### config.mk
export PLATFORM = sky130hd
export DESIGN_NAME = dec_addsub_unit
export DESIGN_NICKNAME = d
export VERILOG_FILES = /design/src/rtl/dec_pkg.sv /design/src/rtl/dec_operand_check.sv /design/src/rtl/dec_bcd_ripple.sv /design/src/rtl/dec_mag_core.sv /design/src/rtl/dec_addsub_unit.sv
export SDC_FILE = /design/constraint.sdc
export NUM_CORES = 2
export LEC_CHECK = 0
export BUFFER_PORTS_ARGS = -buffer_cell sky130_fd_sc_hd__clkbuf_2
export CAP_MARGIN = 10
export CORE_UTILIZATION = 45
export CTS_CLUSTER_DIAMETER = 30
export DETAILED_ROUTE_END_ITERATION = 7
export GPL_ROUTABILITY_DRIVEN = 0
export PLACE_DENSITY_LB_ADDON = 0.12
export REMOVE_ABC_BUFFERS = 1
export SLEW_MARGIN = 40
export SYNTH_ARGS = -nofsm -noshare
export SYNTH_HDL_FRONTEND = slang
export SYNTH_SLANG_ARGS = --single-unit
### constraint.sdc
create_clock -name clk_i -period 1.1 [get_ports clk_i]
set_clock_uncertainty 0.2 [all_clocks]
set_input_delay 0.055 -clock clk_i [delete_from_list [all_inputs] [get_ports clk_i]]
set_output_delay 0.055 -clock clk_i [all_outputs]
set_load 0.01 [all_outputs]
### src/rtl/dec_pkg.sv
package dec_pkg;

  // Condition field bit positions (neighbouring logic decodes these)
  localparam int CB_LT = 3;
  localparam int CB_GT = 2;
  localparam int CB_EQ = 1;
  localparam int CB_SO = 0;

  localparam logic [3:0] SGN_POS_STD = 4'hC;
  localparam logic [3:0] SGN_POS_ALT = 4'hF;
  localparam logic [3:0] SGN_NEG     = 4'hD;

  typedef enum logic [1:0] {
    SC_BAD = 2'd0,
    SC_POS = 2'd1,
    SC_NEG = 2'd2
  } sgn_cls_t;

  // Classify a sign nibble
  function automatic sgn_cls_t sign_class(input logic [3:0] nib);
    case (nib)
      4'hA, 4'hC, 4'hE, 4'hF: return SC_POS;
      4'hB, 4'hD:             return SC_NEG;
      default:                return SC_BAD;
    endcase
  endfunction

  // One decimal digit add with carry in; returns {carry_out, digit}
  function automatic logic [4:0] bcd_digit_add(input logic [3:0] x,
                                               input logic [3:0] y,
                                               input logic       ci);
    logic [4:0] t;
    t = {1'b0, x} + {1'b0, y} + {4'b0, ci};
    if (t > 5'd9) return {1'b1, 4'(t - 5'd10)};
    else          return {1'b0, t[3:0]};
  endfunction

  // Nine's complement of one digit
  function automatic logic [3:0] nines(input logic [3:0] d);
    return 4'(4'd9 - d);
  endfunction

endpackage

### src/rtl/dec_operand_check.sv
module dec_operand_check
  import dec_pkg::*;
#(
  parameter int NDIG = 31
) (
  input  logic [NDIG*4+3:0] opnd_i,
  input  logic              flip_i,
  output logic              neg_o,
  output logic              bad_o
);

  logic [NDIG-1:0] dig_bad;
  sgn_cls_t        cls;

  generate
    for (genvar g = 0; g < NDIG; g++) begin : g_dchk
      assign dig_bad[g] = (opnd_i[g*4+4 +: 4] > 4'd9);
    end
  endgenerate

  assign cls   = sign_class(opnd_i[3:0]);
  assign bad_o = (cls == SC_BAD) || (|dig_bad);
  assign neg_o = (cls == SC_NEG) ^ flip_i;

endmodule

### src/rtl/dec_bcd_ripple.sv
module dec_bcd_ripple
  import dec_pkg::*;
#(
  parameter int NDIG = 31
) (
  input  logic [NDIG*4-1:0] x_i,
  input  logic [NDIG*4-1:0] y_i,
  input  logic              c_i,
  output logic [NDIG*4-1:0] s_o,
  output logic              c_o
);

  logic [NDIG:0] cy;
  assign cy[0] = c_i;

  generate
    for (genvar g = 0; g < NDIG; g++) begin : g_dig
      logic [4:0] r;
      assign r            = bcd_digit_add(x_i[g*4 +: 4], y_i[g*4 +: 4], cy[g]);
      assign s_o[g*4 +: 4] = r[3:0];
      assign cy[g+1]      = r[4];
    end
  endgenerate

  assign c_o = cy[NDIG];

endmodule

### src/rtl/dec_mag_core.sv
module dec_mag_core
  import dec_pkg::*;
#(
  parameter int NDIG = 31
) (
  input  logic [NDIG*4-1:0] a_mag_i,
  input  logic [NDIG*4-1:0] b_mag_i,
  input  logic              same_sign_i,
  input  logic              ops_ok_i,
  output logic [NDIG*4-1:0] mag_o,
  output logic              carry_o,
  output logic              a_ge_b_o,
  output logic              zero_o
);

  localparam int MW = NDIG * 4;

  logic [MW-1:0] a_nc, b_nc;
  logic [MW-1:0] sum_s, diff_ab, diff_ba;
  logic          sum_c, ge_ab, ge_ba;

  generate
    for (genvar g = 0; g < NDIG; g++) begin : g_nc
      assign a_nc[g*4 +: 4] = nines(a_mag_i[g*4 +: 4]);
      assign b_nc[g*4 +: 4] = nines(b_mag_i[g*4 +: 4]);
    end
  endgenerate

  // Plain magnitude sum
  dec_bcd_ripple #(.NDIG(NDIG)) u_sum (
    .x_i(a_mag_i), .y_i(b_mag_i), .c_i(1'b0), .s_o(sum_s), .c_o(sum_c));

  // |A| - |B| by nine's complement; carry out means |A| >= |B|
  dec_bcd_ripple #(.NDIG(NDIG)) u_dab (
    .x_i(a_mag_i), .y_i(b_nc), .c_i(1'b1), .s_o(diff_ab), .c_o(ge_ab));

  // |B| - |A|; carry out means |B| >= |A|
  dec_bcd_ripple #(.NDIG(NDIG)) u_dba (
    .x_i(b_mag_i), .y_i(a_nc), .c_i(1'b1), .s_o(diff_ba), .c_o(ge_ba));

  always_comb begin
    if (same_sign_i) begin
      mag_o   = sum_s;
      carry_o = sum_c;
    end else begin
      mag_o   = ge_ab ? diff_ab : diff_ba;
      carry_o = 1'b0;
    end
  end

  assign a_ge_b_o = ge_ab;
  // Unbounded zero: kept digits zero and nothing carried past the top
  assign zero_o   = (mag_o == '0) && !carry_o;

  always_comb begin
    AST_ORDER_TOTAL: assert (!ops_ok_i || ge_ab || ge_ba);
    AST_TIE_IS_ZERO: assert (!ops_ok_i || !(ge_ab && ge_ba) || diff_ab == '0);
  end

endmodule

### src/rtl/dec_addsub_unit.sv
module dec_addsub_unit
  import dec_pkg::*;
#(
  parameter int NDIG = 31
) (
  input  logic                clk_i,
  input  logic                rst_ni,
  input  logic [NDIG*4+3:0]   op_a_i,
  input  logic [NDIG*4+3:0]   op_b_i,
  input  logic                sub_sel_i,
  input  logic                pref_sign_i,
  output logic [NDIG*4+3:0]   res_o,
  output logic [3:0]          cond_o
);

  localparam int W  = NDIG * 4 + 4;
  localparam int MW = NDIG * 4;

  logic [1:0][W-1:0] opd;
  logic [1:0]        opd_neg, opd_bad;

  assign opd[0] = op_a_i;
  assign opd[1] = op_b_i;

  generate
    for (genvar k = 0; k < 2; k++) begin : g_opd
      dec_operand_check #(.NDIG(NDIG)) u_chk (
        .opnd_i (opd[k]),
        .flip_i ((k == 1) && sub_sel_i),
        .neg_o  (opd_neg[k]),
        .bad_o  (opd_bad[k])
      );
    end
  endgenerate

  // Named internal events
  logic          any_bad, same_sign, mag_carry, a_ge_b, unb_zero, res_neg;
  logic [MW-1:0] mag;
  logic [3:0]    sign_code;
  logic [W-1:0]  res_nxt;
  logic [3:0]    cond_nxt;

  assign any_bad   = |opd_bad;
  assign same_sign = (opd_neg[0] == opd_neg[1]);

  dec_mag_core #(.NDIG(NDIG)) u_core (
    .a_mag_i     (op_a_i[W-1:4]),
    .b_mag_i     (op_b_i[W-1:4]),
    .same_sign_i (same_sign),
    .ops_ok_i    (!any_bad),
    .mag_o       (mag),
    .carry_o     (mag_carry),
    .a_ge_b_o    (a_ge_b),
    .zero_o      (unb_zero)
  );

  always_comb begin
    if (unb_zero)       res_neg = 1'b0;
    else if (same_sign) res_neg = opd_neg[0];
    else                res_neg = a_ge_b ? opd_neg[0] : opd_neg[1];
  end

  assign sign_code = res_neg     ? SGN_NEG :
                     pref_sign_i ? SGN_POS_ALT : SGN_POS_STD;

  always_comb begin
    cond_nxt = '0;
    res_nxt  = {mag, sign_code};
    if (any_bad) begin
      cond_nxt[CB_SO] = 1'b1;
      res_nxt         = '0;
    end else if (unb_zero) begin
      cond_nxt[CB_EQ] = 1'b1;
    end else begin
      cond_nxt[CB_LT] = res_neg;
      cond_nxt[CB_GT] = !res_neg;
      cond_nxt[CB_SO] = mag_carry;
    end
  end

  always_ff @(posedge clk_i or negedge rst_ni) begin
    if (!rst_ni) begin
      res_o  <= '0;
      cond_o <= '0;
    end else begin
      res_o  <= res_nxt;
      cond_o <= cond_nxt;
    end
  end

  AST_INVALID_SO: assert property (@(posedge clk_i) disable iff (!rst_ni)
    any_bad |=> (cond_o == 4'b0001));
  AST_OVF_KEEPS_DIR: assert property (@(posedge clk_i) disable iff (!rst_ni)
    (!any_bad && mag_carry) |=> (cond_o[CB_SO] && !cond_o[CB_EQ] && (cond_o[CB_LT] != cond_o[CB_GT])));
  AST_NEG_CODE: assert property (@(posedge clk_i) disable iff (!rst_ni)
    cond_o[CB_LT] |-> (res_o[3:0] == SGN_NEG));
  AST_POS_CODE: assert property (@(posedge clk_i) disable iff (!rst_ni)
    (cond_o[CB_GT] || cond_o[CB_EQ]) |-> (res_o[3:0] == ($past(pref_sign_i) ? SGN_POS_ALT : SGN_POS_STD)));
  AST_EQ_DIGITS_ZERO: assert property (@(posedge clk_i) disable iff (!rst_ni)
    cond_o[CB_EQ] |-> (res_o[W-1:4] == '0));
  AST_DIR_EXCLUSIVE: assert property (@(posedge clk_i) disable iff (!rst_ni)
    $onehot0(cond_o[3:1]));

endmodule

==> summary.md <==
| Metric | Value |
|---|---|
| Status | finished, violations left |
| Violated checks | hold timing, setup timing |
| Pwr per Cell Area | roughly 1600 nW/um^2 |
| DIE HEIGHT | between 200 and 300 um |
| Pre-CTS setup slack | -54.76 ns |
| Avg Synthesized Cell Area | around 8.0 sq um |
| Cells after Synth | a little under 4000 |
| Final instance area | 54000 sq um |
| Hold-fix buffers at CTS | 2 |
| Crit. End Element | register |
| Initial detailed-routing violation count | about 3700 |
| Leading area contributor after synthesis | ha_1 |
| Slowest stage delay, CP | ~0.43 ns |
| Combinational share of power | roughly 87% |
| Area Growth Syn to Fin | 70.2% |
| CTS sink cnt | roughly 130 |
| Clock power frac | under 10% |
| Crit path time final | approximately 51 ns |
| Vias in the first global route | roughly 41000 |
| Die area | roughly 72000 sq um |
| Routed WL | 154000 um |
| Post-synthesis sequential area ratio | between 10 and 15% |
| First-pass GRT wire length | 219000 um |
| Unrepaired setup endpoints after global routing | true |
| Post-synth EDFFs | 0 |
| Largest net degree at the start of global routing | 54 |
| Most used DFF post-synth | dfrtp_1 |
| Max cap viols | 0 |
| Most frequent cells in the layout | 1917 x buf_4, 388 x clkbuf_2, 371 x ha_1 |
| Fill cell count | 4559 |
| Clock-pin slew on the worst setup and hold paths | 0.08 ns |
| Total power | roughly 86000 uW |
| Crit-path slowest cell | fa_2 |
| Antenna Nets Post-Route | 0 |
| Port Buf Inserts | 391 |
| Synth area leaders | ha_1 16%, fa_1 12%, dfrtp_1 10%, a21oi_1 4.6%, mux2i_1 4.3% |
| Final worst slack | -49.63 ns |
| Final setup viols | ~260 |
| Root buffer cell | clkbuf_16 |
| Starting density of the core | 45.8% |
| Synth top area share | 16.1% |
| Worst slew margin | ~46% |
| Critical path class | in -> reg |
| Clock buffer count from CTS | 17 |
| Initial antenna violation count | 14 |
| Die W | roughly 270 um |
| Rows | 96 |
| Synthesized flop and latch total | 131 |
| Reg power frac | under 10% |
| Hold WC Path Type | in -> async |
| GR Util All Layers | 39.9% |
| Fin. max-slew vios | 0 |
| Worst path required time | ~1.3 ns |
| Fin. Hold Viols | 13 |
| Grt total ovfl | 0 |
| CP startpoint kind | primary input |
| Async SR Flop Fraction | between 90% and 100% |
| Drt via density | ~5.9 |
| CTS tree | built |
| Clk buf depth | 2 |
| I/O Pins | 392 |
| Cell-internal power | roughly 46000 uW |
| Via count | about 42000 |
| Cell Area, Placed | 47200 sq um |
| Number of iterations in the first detailed-routing pass | 8 |
| Sw Share | 46.9% |
| Switching power total | approximately 40000 uW |
| Hold WS | -0.260 ns |
| DRC Markers | 0 |
| Fin crit share | 4610% |
| Most used cell, CP | fa_2 |
| Worst VDD drop | approximately 1.2 mV |
| Worst slew pin tran | slightly above 0.8 ns |
| Post-Syn Area | around 32000 sq um |
| Final net count | between 7000 and 8000 |
| Hpwl dp | between 100000 and 150000 um |
| Warnings, synthesis | 0 |
| Core area | 69200 sq um |
| Fraction of layout cells with a size suffix above 1 | between 40 and 50% |
| Arrival @ worst endpoint | 50.91 ns |
| Drt wl/cell | about 21 um |
| H-tree levels | 4 |
| Fmax | roughly 20 MHz |
| CP Max Fanout | 4 |
| TNS Setup | -5395.25 ns |
| Unique masters post-synth | 86 |
| Commonest non-fill, non-tap cell in the layout | buf_4 |
| Leakage power | ~0.027 uW |
-- repair_timing --
item | CTS | global route
setup buffers | 259 | 93
pin swaps | 203 | 197
endpoints found under the hold margin | 139 | 11
gates resized for setup | 566 | 293
gates cloned | 3 | 0
setup endpoints to repair | 263 | 263
-- through the flow --
step                      hold WS, ns  cells  util [%]
after floorplan                -0.441   3811         -
after global placement         -0.287   6824      68.2
after detailed placement       -0.292   6824      68.2
after CTS                      -0.263   7113      75.1
after global routing           -0.240   7186      78.0
final                          -0.260   7190      78.0
-- path summary, 6_finish.rpt --
| check | endpoint | slack (ns) | depth (start not counted) | start |
|---|---|---|---|---|
| max | cond_o[2]$_DFF_PN0_ | -49.63 | 228 | op_a_i[4] |
| min | res_o[74]$_DFF_PN0_ | -0.26 | 2 | rst_ni |
| min in group clk_i | res_o[4]$_DFF_PN0_ | -0.05 | 5 | op_b_i[4] |
| max in group asynchronous | res_o[22]$_DFF_PN0_ | 0.44 | 3 | rst_ni |
-- power by group through the flow --
stage	sequential, uW	combinational, uW	clock (uW)
5_1_grt	4810	78900	6260
6_report	4810	75100	6110
3_5_place_dp	4910	58300	0
2_1_floorplan	4910	28200	0
3_3_place_gp	4910	57400	0
4_1_cts	4810	66600	6110
-- sequential cells by signal, indices dropped and copies added (netlist names) --
| register | flops |
|---|---|
| res_o | 127 |
| cond_o | 4 |
-- routing by layer --
layer / vias up / track usage, % / routed length, um
met5: - / 0 / 122
met4: 20 / 28.3 / 13200
met3: 784 / 9.57 / 15000
met2: 2362 / 64.7 / 69300
met1: 19857 / 46.0 / 56100
li1: 19045 / - / -
-- layout make-up --
| class | instances | area [sq um] | area share, % |
|---|---|---|---|
| antenna | 4 | 10.0 | 0.0185 |
| clock buffer | 18 | 429 | 0.795 |
| clock inverter | 14 | 130 | 0.241 |
| inverter | 362 | 1360 | 2.53 |
| multi-input combinational | 3318 | 29800 | 55.1 |
| sequential | 131 | 3280 | 6.07 |
| tap | 931 | 1160 | 2.16 |
| timing repair buffer | 2412 | 17800 | 33.1 |
-- cells by family (layout without fill, tap and decap cells) --
family	after synthesis	in the layout	synth area share (%)
other cells	0	4	0
buf+inv	495	2806	6.05
xor+xnor	234	234	6.55
flops	131	131	10.3
compound gates	1281	1281	26.7
mux	158	158	5.07
simple gates	1054	1054	17.7
fa+ha+maj	591	591	27.7
-- cells in the mapped netlist, types with 46 or more instances --
| cell type | instances |
|---|---|
| ha_1 | 408 |
| clkbuf_1 | 92 |
| a21oi_1 | 294 |
| dfrtp_1 | 131 |
| and3_1 | 69 |
| mux2i_1 | 137 |
| xor2_1 | 146 |
| nor2b_1 | 74 |
| nand3_1 | 54 |
| nand2_1 | 198 |
| a211oi_1 | 99 |
| nor3_1 | 46 |
| nand2b_1 | 59 |
| fa_1 | 183 |
| inv_1 | 362 |
| o21a_1 | 48 |
| o21ai_0 | 267 |
| a31oi_1 | 106 |
| and2_1 | 64 |
| nor2_1 | 251 |
| a21o_1 | 138 |
| xnor2_1 | 86 |
-- worst max-delay path, delay by kind of cell --
| family | cells | cell delay (ns) |
|---|---|---|
| xor gates and xnor gates | 31 | 6.20 |
| muxes | 1 | 0.14 |
| AOI/OAI and AO/OA | 63 | 9.53 |
| and+or+nand+nor | 33 | 3.87 |
| buffers and inverters | 14 | 1.72 |
| adders and majority gates | 86 | 29.27 |
No activity file was read; power rests on OpenSTA's default activity.
